### src/rtl/iopc_pkg.sv
package iopc_pkg;
    typedef enum logic [1:0] {
        ST_IDLE  = 2'd0,
        ST_READ0 = 2'd1,
        ST_READ1 = 2'd2,
        ST_DONE  = 2'd3
    } iopc_state_e;

    localparam logic [7:0] GP_VECTOR = 8'd13;
    localparam int unsigned SPAN_MAX = 4;

    function automatic logic [2:0] span_of(input logic [1:0] code);
        unique case (code)
            2'd0:    span_of = 3'd1;
            2'd1:    span_of = 3'd2;
            default: span_of = 3'd4;
        endcase
    endfunction
endpackage

### src/rtl/iopc_priv_cmp.sv
module iopc_priv_cmp #(
    parameter int PL_W = 2
) (
    input  logic [PL_W-1:0] cur_level,
    input  logic [PL_W-1:0] io_level,
    output logic            level_ok
);
    // lower number means more trusted
    assign level_ok = (cur_level <= io_level);
endmodule

### src/rtl/iopc_bit_window.sv
module iopc_bit_window
    import iopc_pkg::*;
(
    input  logic [15:0] window,
    input  logic [2:0]  bit_off,
    input  logic [1:0]  code,
    output logic        denied
);
    logic [2:0]          span;
    logic [SPAN_MAX-1:0] hit;

    assign span = span_of(code);

    for (genvar k = 0; k < SPAN_MAX; k++) begin : g_lane
        logic [3:0] idx;
        assign idx    = {1'b0, bit_off} + 4'(k);
        assign hit[k] = (3'(k) < span) && window[idx];
    end

    assign denied = |hit;
endmodule

### src/rtl/io_perm_check.sv
module io_perm_check
    import iopc_pkg::*;
#(
    parameter int PORT_W = 16,
    parameter int ADDR_W = 16
) (
    input  logic              clk,
    input  logic              rst_n,
    input  logic              req_valid,
    output logic              req_ready,
    input  logic [1:0]        cpl,
    input  logic [1:0]        iopl,
    input  logic              ext_task,
    input  logic [PORT_W-1:0] port,
    input  logic [1:0]        width_code,
    input  logic [ADDR_W-1:0] bmap_base,
    input  logic [ADDR_W-1:0] bmap_limit,
    output logic              mem_rd_valid,
    input  logic              mem_rd_ready,
    output logic [ADDR_W-1:0] mem_rd_addr,
    input  logic [7:0]        mem_rd_data,
    output logic              resp_valid,
    output logic              allow,
    output logic              fault,
    output logic [7:0]        fault_vector
);
    localparam int XA_W = ADDR_W + 1;

    iopc_state_e state_q, state_d;

    logic [PORT_W-1:0] port_q;
    logic [1:0]        code_q;
    logic [ADDR_W-1:0] base_q, limit_q;
    logic              priv_ok_q, use_map_q;
    logic [7:0]        byte0_q, byte1_q;

    logic              level_ok;
    logic              req_fire;
    logic [XA_W-1:0]   addr0, addr_sel;
    logic              in_range, hs, step;
    logic              map_denied, grant;

    iopc_priv_cmp #(.PL_W(2)) u_cmp (
        .cur_level (cpl),
        .io_level  (iopl),
        .level_ok  (level_ok)
    );

    iopc_bit_window u_win (
        .window  ({byte1_q, byte0_q}),
        .bit_off (port_q[2:0]),
        .code    (code_q),
        .denied  (map_denied)
    );

    assign req_fire = req_valid && (state_q == ST_IDLE);
    assign addr0    = {1'b0, base_q} + XA_W'(port_q >> 3);
    assign addr_sel = (state_q == ST_READ1) ? addr0 + XA_W'(1) : addr0;
    assign in_range = addr_sel <= {1'b0, limit_q};
    assign hs       = mem_rd_valid && mem_rd_ready;
    assign step     = !in_range || hs;

    always_comb begin
        state_d = state_q;
        unique case (state_q)
            ST_IDLE:  if (req_fire) state_d = (level_ok || !ext_task) ? ST_DONE : ST_READ0;
            ST_READ0: if (step)     state_d = ST_READ1;
            ST_READ1: if (step)     state_d = ST_DONE;
            ST_DONE:                state_d = ST_IDLE;
        endcase
    end

    always_ff @(posedge clk) begin
        if (!rst_n) state_q <= ST_IDLE;
        else        state_q <= state_d;
    end

    always_ff @(posedge clk) begin
        if (!rst_n) begin
            port_q    <= '0;
            code_q    <= '0;
            base_q    <= '0;
            limit_q   <= '0;
            priv_ok_q <= 1'b0;
            use_map_q <= 1'b0;
            byte0_q   <= '1;
            byte1_q   <= '1;
        end else begin
            if (req_fire) begin
                port_q    <= port;
                code_q    <= width_code;
                base_q    <= bmap_base;
                limit_q   <= bmap_limit;
                priv_ok_q <= level_ok;
                use_map_q <= !level_ok && ext_task;
                byte0_q   <= '1;
                byte1_q   <= '1;
            end
            if (state_q == ST_READ0 && hs) byte0_q <= mem_rd_data;
            if (state_q == ST_READ1 && hs) byte1_q <= mem_rd_data;
        end
    end

    assign grant = priv_ok_q || (use_map_q && !map_denied);

    always_comb begin
        req_ready    = (state_q == ST_IDLE);
        mem_rd_valid = (state_q == ST_READ0 || state_q == ST_READ1) && in_range;
        mem_rd_addr  = addr_sel[ADDR_W-1:0];
        resp_valid   = (state_q == ST_DONE);
        allow        = resp_valid && grant;
        fault        = resp_valid && !grant;
        fault_vector = fault ? GP_VECTOR : 8'd0;
    end
endmodule

### config.mk
export PLATFORM = sky130hd
export DESIGN_NAME = io_perm_check
export DESIGN_NICKNAME = d
export VERILOG_FILES = /design/src/rtl/iopc_pkg.sv /design/src/rtl/iopc_priv_cmp.sv /design/src/rtl/iopc_bit_window.sv /design/src/rtl/io_perm_check.sv
export SDC_FILE = /design/constraint.sdc
export NUM_CORES = 1
export LEC_CHECK = 0
export ABC_AREA = 1
export BUFFER_PORTS_ARGS = -buffer_cell sky130_fd_sc_hd__buf_2
export CAP_MARGIN = 20
export CORE_ASPECT_RATIO = 0.8
export CORE_UTILIZATION = 35
export CTS_CLUSTER_SIZE = 8
export DETAILED_ROUTE_END_ITERATION = 12
export GPL_TIMING_DRIVEN = 0
export PLACE_DENSITY_LB_ADDON = 0.15
export REMOVE_ABC_BUFFERS = 1
export SYNTH_ARGS = -nofsm -noshare
export SYNTH_HDL_FRONTEND = slang
export SYNTH_SLANG_ARGS = --single-unit
### constraint.sdc
create_clock -name clk -period 4.36 [get_ports clk]
set_input_delay 0.218 -clock clk [delete_from_list [all_inputs] [get_ports clk]]
set_output_delay 0.218 -clock clk [all_outputs]
set_load 0.01 [all_outputs]
# == Word level (Yosys, flattened, before mapping) ==
# Cells that the tools add are included.
# classes
n_addsub,5
n_mul,0
n_div,0
order_cmp,10
eq_ne,7
n_shift,0
mux,19
bitwise,0
n_reduce_logical,28
# ops
operator,n
$mux 8,3
$add 16x13->17,1
$add 17x1->17 const B,1
$le 17x16->1,1
$mux 17,1
$lt 4x5->1 const B,3
$logic_and 1x1->1,13
$bmux 1 s4,3
$add 3x2->4 const B,2
$mux 2,4
$pmux 2 s4,1
$lt 1x3->1 const A,2
$lt 2x3->1 const A,2
$pmux 3 s2,1
$logic_not 1->1,5
$lt 3x5->1 const B,1
$add 3x1->4 const B,1
$eq 2x1->1 const B,2
$eq 2x2->1 const B,2
$logic_not 2->1,2
$logic_or 1x1->1,4
$mux 1,4
$mux 4,1
$ne 2x2->1 const B,2
other kinds (6),7
# word_totals
register_bits,70
latchBits,0
ram_bits,0
mem_bits_ro,0
inputBits,67
output_inout_bits,29
wordCells,78
n_memories,0

# == Longest topological paths before layout ==
# Gate-level depths: netlist of run 1.
# logic_depth
ltp_word,11
ltp_mapped,31
ltp_nobuf,31

# == Hierarchy ==
# From an unflattened synthesis of run 1, not the netlist that was laid out.
# hier_totals
cells_unflattened,847
area_unflattened_um2,5343.9
# by_module_without_submodules
module,n_inst,cells_per_inst,area_each_um2,seq_area_each_um2
io_perm_check,1,704,4625.7,1401.3
iopc_bit_window,1,133,663.1,0.0
iopc_priv_cmp,1,10,55.1,0.0

# == Worst setup path before layout of run 1 ==
# Ideal clock, no wire load.
# synth_path
kind,flip-flop to flip-flop
start,register port_q[3]
end,register byte0_q[0]
setup_ns,0.126
t_arrival_ns,3.737
required_ns,4.234
slack_ns,0.497
path_stages_with_launch,27
path_buffers,1
synth_period_minus_slack_ns,3.863
cell_sequence,dfxtp_1 > ha_1 > fa_1 > ha_1 > nand2_1 > nor2_1 > nand3_1 > nor2_2 > nand4_2 > nor2_4 > xor2_1 > ha_1 > a21oi_1 > nor2_1 > a211oi_1 > nand2_1 > nand2_1 > nand2_1 > nand2_1 > nand2_1 > o21ai_0 > nand2_2 > nor3_4 > buf_6 > nand3_1 > nand2_1 > nand2_1
# synth_between
elab_chain_cells,8
elab_cells_between_ends,9
cone_classes,add/sub (2); order compare (1); mux (2); reduce/logical (4)
# synth_rtl
element,line,rtl
start: declaration,io_perm_check.sv:31,logic [PORT_W-1:0] port_q;
start signal: assignment,io_perm_check.sv:90,port_q <= port;
$add 16x13->17 *,io_perm_check.sv:57,"assign addr0 = {1'b0, base_q} + XA_W'(port_q >> 3);"
$add 17x1->17,io_perm_check.sv:58,assign addr_sel = (state_q == ST_READ1) ? addr0 + XA_W'(1) : addr0;
$mux 17 *,io_perm_check.sv:58,
named net mem_rd_addr[10],io_perm_check.sv:20,"output logic [ADDR_W-1:0] mem_rd_addr,"
$le 17x16->1 *,io_perm_check.sv:59,"assign in_range = addr_sel <= {1'b0, limit_q};"
$logic_and 1x1->1 *,io_perm_check.sv:108,mem_rd_valid = (state_q == ST_READ0 || state_q == ST_READ1) && in_range;
$logic_and 1x1->1 *,io_perm_check.sv:60,assign hs = mem_rd_valid && mem_rd_ready;
$logic_and 1x1->1 *,io_perm_check.sv:99,if (state_q == ST_READ0 && hs) byte0_q <= mem_rd_data;
$mux 8 / $reduce_bool 2->1 (equally long branches),--,
end signal: assignment,io_perm_check.sv:99,
end: declaration,io_perm_check.sv:35,"logic [7:0] byte0_q, byte1_q;"
# Mark *: on every way through the listed nets, which the timed path passes. The rest lies on a longest branch.
# A chain may end at the register's enable or synchronous reset.

# == Worst setup path in the final report of run 1 ==
# layout_path
start,register base_q[0]
end,output mem_rd_valid
# layout_between
elab_chain_cells,5
# layout_rtl
element,line,rtl
start: declaration,io_perm_check.sv:33,"logic [ADDR_W-1:0] base_q, limit_q;"
start signal: assignment,io_perm_check.sv:92,base_q <= bmap_base;
$add 16x13->17 *,io_perm_check.sv:57,
$add 17x1->17,io_perm_check.sv:58,
$mux 17 *,io_perm_check.sv:58,
$le 17x16->1 *,io_perm_check.sv:59,
$logic_and 1x1->1 *,io_perm_check.sv:108,
end: declaration,io_perm_check.sv:18,"output logic mem_rd_valid,"
# Mark *: on every way between the ends. The rest lies on a longest branch, timed or not.

==> summary.txt, run 1 <==
Critical path
  – CP bufs+invs: 2
  – R2r endpoint: byte0_q[7]
  – WP data required: 4140 ps
  – Most used cell, CP: nand2_1
  – CP max-delay cell: fa_2
  – Depth of the worst register-to-register path: 28
  – R2R Path Start: base_q[0]
  – R2r setup slk: 190 ps
  – Setup CP Type: register to output pin
  – CP Depth: 25
  – Data arrival, critical path: 4020 ps
  – Delay-heaviest family, CP: simple AND/OR/NAND/NOR gates
  – Slowest stage delay, CP: 560 ps
  – Crit start category: register
  – Crit end category: output pin
  – Crit path max fanout: 4

Synthesis
  – Sequential fraction of the synthesis area: 28.0%
  – Syn Inst Count: 797
  – Synth warn: 0
  – Cell variety after synth: 39
  – Synthesized area: 0.00500 sq mm
  – Yosys reg bits: 70
  – Synthesized area per cell: 6.28 sq um

Global route
  – Initial antenna violation count: 0
  – Largest net degree at the start of global routing: 71
  – GRT Total Usage: 18.4%
  – First-pass GRT wire length: 21000 um
  – Grt ovf: 0
  – Vias in the first global route: 4363

Final layout
  – Final Util: 44.4%
  – Design Area, Final: 0.00609 sq mm
  – Share of layout cells above drive strength 1: 18.5%
  – Antenna Cells: 0
  – Area grow syn2layout: 21.8%
  – Area of the multi-input gates: 0.00316 sq mm
  – Post-Layout Cell Count: 1062
  – Fill cells: 1504
  – Nets: 987
  – FF/Latch Area: 0.00140 sq mm

Pwr
  – P_leak: 0.00314 uW
  – Pwr/cell area: 577 mW/mm^2
  – Pwr Total: 3520 uW
  – VDD IR-drop max: 0.000342 V

Run
  – Total of max-cap violations: 0

Drt
  – DR vias: 4872
  – Wire per inst: 12.0 um
  – DRC Markers: 0
  – Detailed Routing Iterations Pass 1: 4
  – Antenna viol nets, final: 0
  – Initial DRC Count: 263
  – Drt via density: 4.59
  – Total length of routed wires: 12800 um

Min path
  – Worst hold path cell count: 3
  – Hold endpoint: port_q[10]
  – Hold Startpoint: port[10]
  – Hold/Removal Path Class: input pin to register

STA
  – Final Hold Vio Count: 0
  – Setup violations, final: 0
  – Ratio of final minimum period to clock period: 97.2%
  – Pins Over Slew Limit: 0
  – RSZ-0062 raised after global routing: yes
  – Post-route setup slack: 123 ps
  – Relative slew margins: 36.9%
  – Min cycle time layout: 4240 ps
  – Fmax achieved: 236 MHz
  – Worst Clk Skew: 4.86 ps
  – Least-Margin Pin Slew: 946 ps

Clocking
  – Htree depth: 3
  – CTS Buffer Depth: 2
  – Total CTS buffers: 9
  – CTS tree: built
  – Clock Latency Late Sink: 340 ps
  – Worst-path clk slew: 50 ps
  – CTS sink cnt: 70
  – Clock root buffer: clkbuf_16
  – Hold-fix buffers, CTS: 0

Placed design
  – Dpl cell area: 0.00555 sq mm
  – Post-placement cell count: 1037
  – Setup WS pre-CTS: -220 ps
  – DP Wirelength: 9580 um
  – Port Buf Inserts: 90
  – Gpl congestion: 0.819

Floorplan
  – Row cnt: 38
  – Die width: 136 um
  – Core ar.: 0.0137 sq mm
  – Die Area: 0.0148 sq mm
  – Die Y: 109 um
  – Initial Utilization: 36.4%
  – Top-Level Pins: 96

Run status
  – Status: complete, no violations
## synthesized netlist by cell type, drive strengths merged
cell type	number	area share (%)
nand3	70	7.3
a211oi	1	0.15
a31oi	2	0.25
nand2	201	15
a41oi	1	0.18
o211ai	3	0.45
o21a	1	0.15
xor2	8	1.4
fa	1	0.40
clkinv	2	0.15
ha	41	10
inv	116	8.7
nand3b	3	0.45
a21oi	45	4.5
xnor2	5	0.88
or2	2	0.25
o21ai	73	7.3
nor2	97	7.6
a211o	1	0.18
dfxtp	70	28
o21bai	2	0.30
nand4	8	1.1
buf	12	1.7
nor3	3	0.53
a2bb2oi	1	0.18
nor3b	1	0.15
and2	3	0.38
conb	1	0.075
clkbuf	23	1.7
## layout by cell type (no fill, tap or decap), types with 5 or more instances in the layout
master and count:
nor2_1 90, inv_2 8, o21ai_0 72, nor2_2 5, nand3_1 62, a21oi_1 43
dfxtp_1 68, clkbuf_16 9, xor2_1 7, inv_1 108, nand2_2 8, nand2_1 193
conb_1 5, buf_4 7, nand4_1 7, ha_1 37, nand3_2 6, buf_2 89
## tightest hold or removal path: stages
cell	delay, ps
buf_2	70
o21ai_0	70
nor2_1	80
## final cells by class
| class | count | share of cell area [%] |
|---|---|---|
| multi-input combinational | 578 | 51.8 |
| sequential | 70 | 23.0 |
| timing repair buffer | 101 | 9.79 |
| inverter | 118 | 7.27 |
| clock buffer | 14 | 4.33 |
| tap | 180 | 3.70 |
| clock inverter | 1 | 0.0821 |
## stage by stage
step                setup TNS [ps]  hold WS, ps
CTS                              0          115
global placement            -21300          454
floorplan                        0          287
detailed placement           -3030          454
finish                           0          128
global route                 -1190          117
## metal layers
layer / GRT usage [%] / vias to the layer above / wire [um]
met5: 0 / - / 0
met4: 5.30 / 0 / 148
met3: 4.74 / 10 / 638
met2: 25.0 / 106 / 4770
met1: 27.7 / 2066 / 7210
li1: - / 2690 / -
## worst max-delay path by stage
stage | start | to
2_1_floorplan | port_q[3] | byte0_q[0]
3_5_place_dp | port_q[3] | byte0_q[0]
4_1_cts | port_q[3] | mem_rd_valid
5_1_grt | base_q[0] | mem_rd_valid
3_3_place_gp | state_q[0] | priv_ok_q
6_report | base_q[0] | mem_rd_valid
## report_power, final
group	total, uW	internal (uW)	switching, uW
registers	886	781	104
clock network	673	412	260
logic	1960	753	1200
total	3520	1950	1570
## sequential cells by signal, indices dropped and copies added, names as in the netlist
| register | flops |
|---|---|
| base_q | 16 |
| state_q | 2 |
| port_q | 16 |
| priv_ok_q | 1 |
| byte0_q | 8 |
| byte1_q | 8 |
| use_map_q | 1 |
| code_q | 2 |
| limit_q | 16 |
## kinds of logic (layout without fill, tap and decap cells)
family                     count (synthesis)  after routing  synth area share, %
adders and majority gates                 42             42                 10.7
AOI/OAI and AO/OA                        130            130                 13.6
DFF                                       70             70                 28.0
and+or+nand+nor                          388            388                 33.1
buffers and inverters                    153            234                 12.3
xor gates and xnor gates                  13             13                 2.28
other                                      1              5               0.0749
## timing repair
item,4_1_cts,5_1_grt
pin swaps,11,23
gates cloned,0,0
resized for setup,6,27
endpoints found under the setup margin,17,18
setup buffers,4,4
hold endpoints to repair,0,0
Power figures use the tool's default switching activity.
==> inputs of run 2 (changes only) <==
--- a/config.mk
+++ b/config.mk
@@ -5,7 +5,6 @@
 export SDC_FILE = /design/constraint.sdc
 export NUM_CORES = 1
 export LEC_CHECK = 0
-export ABC_AREA = 1
 export BUFFER_PORTS_ARGS = -buffer_cell sky130_fd_sc_hd__buf_2
 export CAP_MARGIN = 20
 export CORE_ASPECT_RATIO = 0.8
==> run 2 against run 1 <==
Against the previous run:
- the run now ends with setup timing left
- non-clock buffer count rose by 17
- clock power rose by 26%
- clock skew rose by 3.5 ps
- power rose by 1.1%
- via count fell by 0.66%
- sequential share of layout area fell by 1.8 points
- critical path type unchanged
- hold slack got worse by 29 ps
- largest power group unchanged
- synthesized cell count fell by 22%
- highest routed layer unchanged
==> summary.txt, run 2 <==
Synthesis
  – Post-synth top area share: 27.8%
  – Syn Inst Count: 623
  – Most common cell in the netlist: nand2_1
  – Sequential fraction of the synthesis area: 27.8%
  – Top cells by count, synth: 125 x nand2_1, 73 x a21oi_1, 70 x dfxtp_1
  – Number of synthesized flops with an enable pin: 0
  – Ys flop type: dfxtp_1
  – Synth area leaders: dfxtp_1 28%, ha_1 10%, nand2_1 9.3%, a21oi_1 7.3%, mux4_2 6.3%
  – Cell variety after synth: 65
  – Yosys reg bits: 70
  – Async SR Flop Fraction: 0%
  – Largest area contributor in the netlist: dfxtp_1
  – Synth warn: 0
  – Synthesized area per cell: 8.09 sq um
  – Synthesized area: 0.00504 sq mm

STA
  – RSZ-0062 raised after global routing: yes
  – Least-Margin Pin Slew: 1010 ps
  – Worst Clk Skew: 8.34 ps
  – Relative slew margins: 32.4%
  – Setup violations, final: 19
  – Ratio of final minimum period to clock period: 105%
  – Final Hold Vio Count: 0
  – Pins Over Slew Limit: 0
  – Post-route setup slack: -222 ps
  – Min cycle time layout: 4580 ps
  – Fmax achieved: 218 MHz
  – Final TNS setup: -1620 ps

Pwr
  – VDD IR-drop max: 0.000258 V
  – P_leak: 0.00273 uW
  – Seq pwr share: 23.2%
  – Gate power share: 53.0%
  – Psw: 1440 uW
  – Switching Fraction: 40.4%
  – Pwr/cell area: 537 mW/mm^2
  – Power share of the clock group: 23.8%
  – Internal Power: 2120 uW

Placed design
  – Gpl congestion: 0.787
  – Setup WS pre-CTS: -1720 ps
  – Port Buf Inserts: 90
  – Dpl cell area: 0.00555 sq mm
  – DP Wirelength: 10200 um

Global route
  – First-pass GRT wire length: 22800 um
  – Largest net degree at the start of global routing: 55
  – Vias in the first global route: 4559
  – GRT Total Usage: 20.0%
  – Initial antenna violation count: 0
  – Grt ovf: 0

Critical path
  – Data arrival, critical path: 4360 ps
  – CP bufs+invs: 1
  – Most used cell, CP: a21oi_2
  – CP max-delay cell: a221o_1
  – Delay-heaviest family, CP: compound AO/OA/AOI/OAI gates
  – WP data required: 4140 ps
  – Crit path max fanout: 5
  – Critical path cell sequence: ha_4 > fa_2 > a21oi_2 > o211a_4 > nor2b_2 > o41ai_4 > and3b_2 > nand2_2 > xnor2_2 > ha_1 > a21o_1 > a21oi_2 > o21ai_1 > a221o_1 > a32oi_4 > o41a_4 > and2_1 > buf_2
  – Setup CP Type: register to output pin
  – Crit start category: register
  – Slowest stage delay, CP: 400 ps
  – Crit end category: output pin

Drt
  – Detailed Routing Iterations Pass 1: 4
  – Antenna viol nets, final: 0
  – Total length of routed wires: 14500 um
  – Initial DRC Count: 338
  – Drt via density: 5.37
  – DR vias: 4840
  – DRC Markers: 0
  – Wire per inst: 16.1 um

Final layout
  – Nets: 825
  – Fill cells: 1343
  – FF/Latch Area: 0.00141 sq mm
  – Area grow syn2layout: 31.3%
  – Most frequent cells in the layout: 120 x nand2_1, 90 x buf_2, 69 x a21oi_1, 67 x dfxtp_1, 34 x ha_1
  – Commonest non-fill, non-tap cell in the layout: nand2_1
  – Largest regs: base_q (16), limit_q (16), port_q (16)
  – Antenna Cells: 0
  – Design Area, Final: 0.00661 sq mm
  – Share of layout cells above drive strength 1: 33.3%
  – Area of the multi-input gates: 0.00380 sq mm

Clocking
  – CTS Buffer Depth: 2
  – Total CTS buffers: 9
  – CTS tree: built
  – Clock Latency Late Sink: 350 ps
  – Htree depth: 3
  – CTS sink cnt: 70
  – Clock root buffer: clkbuf_16
  – Worst-path clk slew: 60 ps
  – Hold-fix buffers, CTS: 0

Run
  – Total of max-cap violations: 0

Run status
  – Status: complete, but fails checks
  – Violated checks: setup timing

Floorplan
  – Top-Level Pins: 96
  – Die width: 136 um
  – Row cnt: 38
  – Die Area: 0.0149 sq mm
  – Core ar.: 0.0138 sq mm
  – Initial Utilization: 36.5%
  – Die Y: 109 um

Min path
  – Hold/Removal Path Class: input pin to register
==> run 2: per-stage QoR <==
stage	hold slack (ps)	total power, uW	util (%)	std cells
final	99.0	3550	48.0	901
after global routing	106	3770	48.0	901
after CTS	91.1	3420	45.8	893
after detailed placement	449	2220	40.2	856
after global placement	444	2160	39.9	854
after floorplan	298	1780	-	584
==> run 2: what timing repair did <==
item / CTS / global route
resized for setup: 47 / 47
buffers inserted: 19 / 8
endpoints found under the setup margin: 19 / 19
gates cloned: 2 / 1
pin swaps: 24 / 34
==> run 2: cell families (layout without fill, tap and decap cells) <==
group | count (synthesis) | count (layout) | synth area share [%]
adder cells (fa/ha/maj) | 42 | 42 | 10.6
multiplexers | 19 | 19 | 7.30
AND/OR/NAND/NOR | 222 | 222 | 20.6
XOR/XNOR | 20 | 20 | 3.48
flip-flops | 70 | 70 | 27.8
other | 1 | 5 | 0.0744
buffers and inverters | 73 | 164 | 6.83
AO/OA/AOI/OAI | 176 | 179 | 23.3
==> run 2: cell type report <==
cell class,instances,share of cell area [%]
clock inverter,7,1.70
clock buffer,9,3.41
sequential,70,21.2
tap,180,3.41
inverter,30,1.70
timing repair buffer,118,11.1
multi-input combinational,487,57.5
==> run 2: power groups by stage <==
| stage | registers, uW | clock network [uW] | logic (uW) |
|---|---|---|---|
| after floorplan | 802 | 0 | 979 |
| after global placement | 822 | 0 | 1340 |
| after detailed placement | 826 | 0 | 1390 |
| after CTS | 819 | 863 | 1740 |
| after global routing | 840 | 889 | 2040 |
| final | 824 | 847 | 1880 |
==> run 2: final timing paths <==
check	slack (ps)	cells after the start	start	to
min reg2reg	450	2	limit_q[2]	limit_q[2]
max	-220	18	port_q[3]	mem_rd_valid
max reg2reg	-150	20	port_q[3]	state_q[1]
min	100	3	port[15]	port_q[15]
==> run 2: worst register-to-register path: stages (launching register included) <==
cell and delay, ps:
dfxtp_2 330, ha_4 160, fa_2 390, a21oi_2 200, o211a_4 230, nor2b_2 60, o41ai_4 320, and3b_2 360
nand2_2 90, xnor2_2 150, ha_1 300, a21o_1 170, a21oi_2 130, o21ai_1 80, a221o_1 410, a32oi_4 190
buf_4 150, buf_8 130, o41ai_4 160, o221ai_1 230, a31oi_1 100
==> run 2: metal layers <==
metal	up-vias	global-route usage [%]	routed length, um
met5	-	0	0
met2	137	29.9	6250
met4	0	6.43	221
met1	2257	27.9	7160
met3	15	5.44	915
li1	2431	-	-
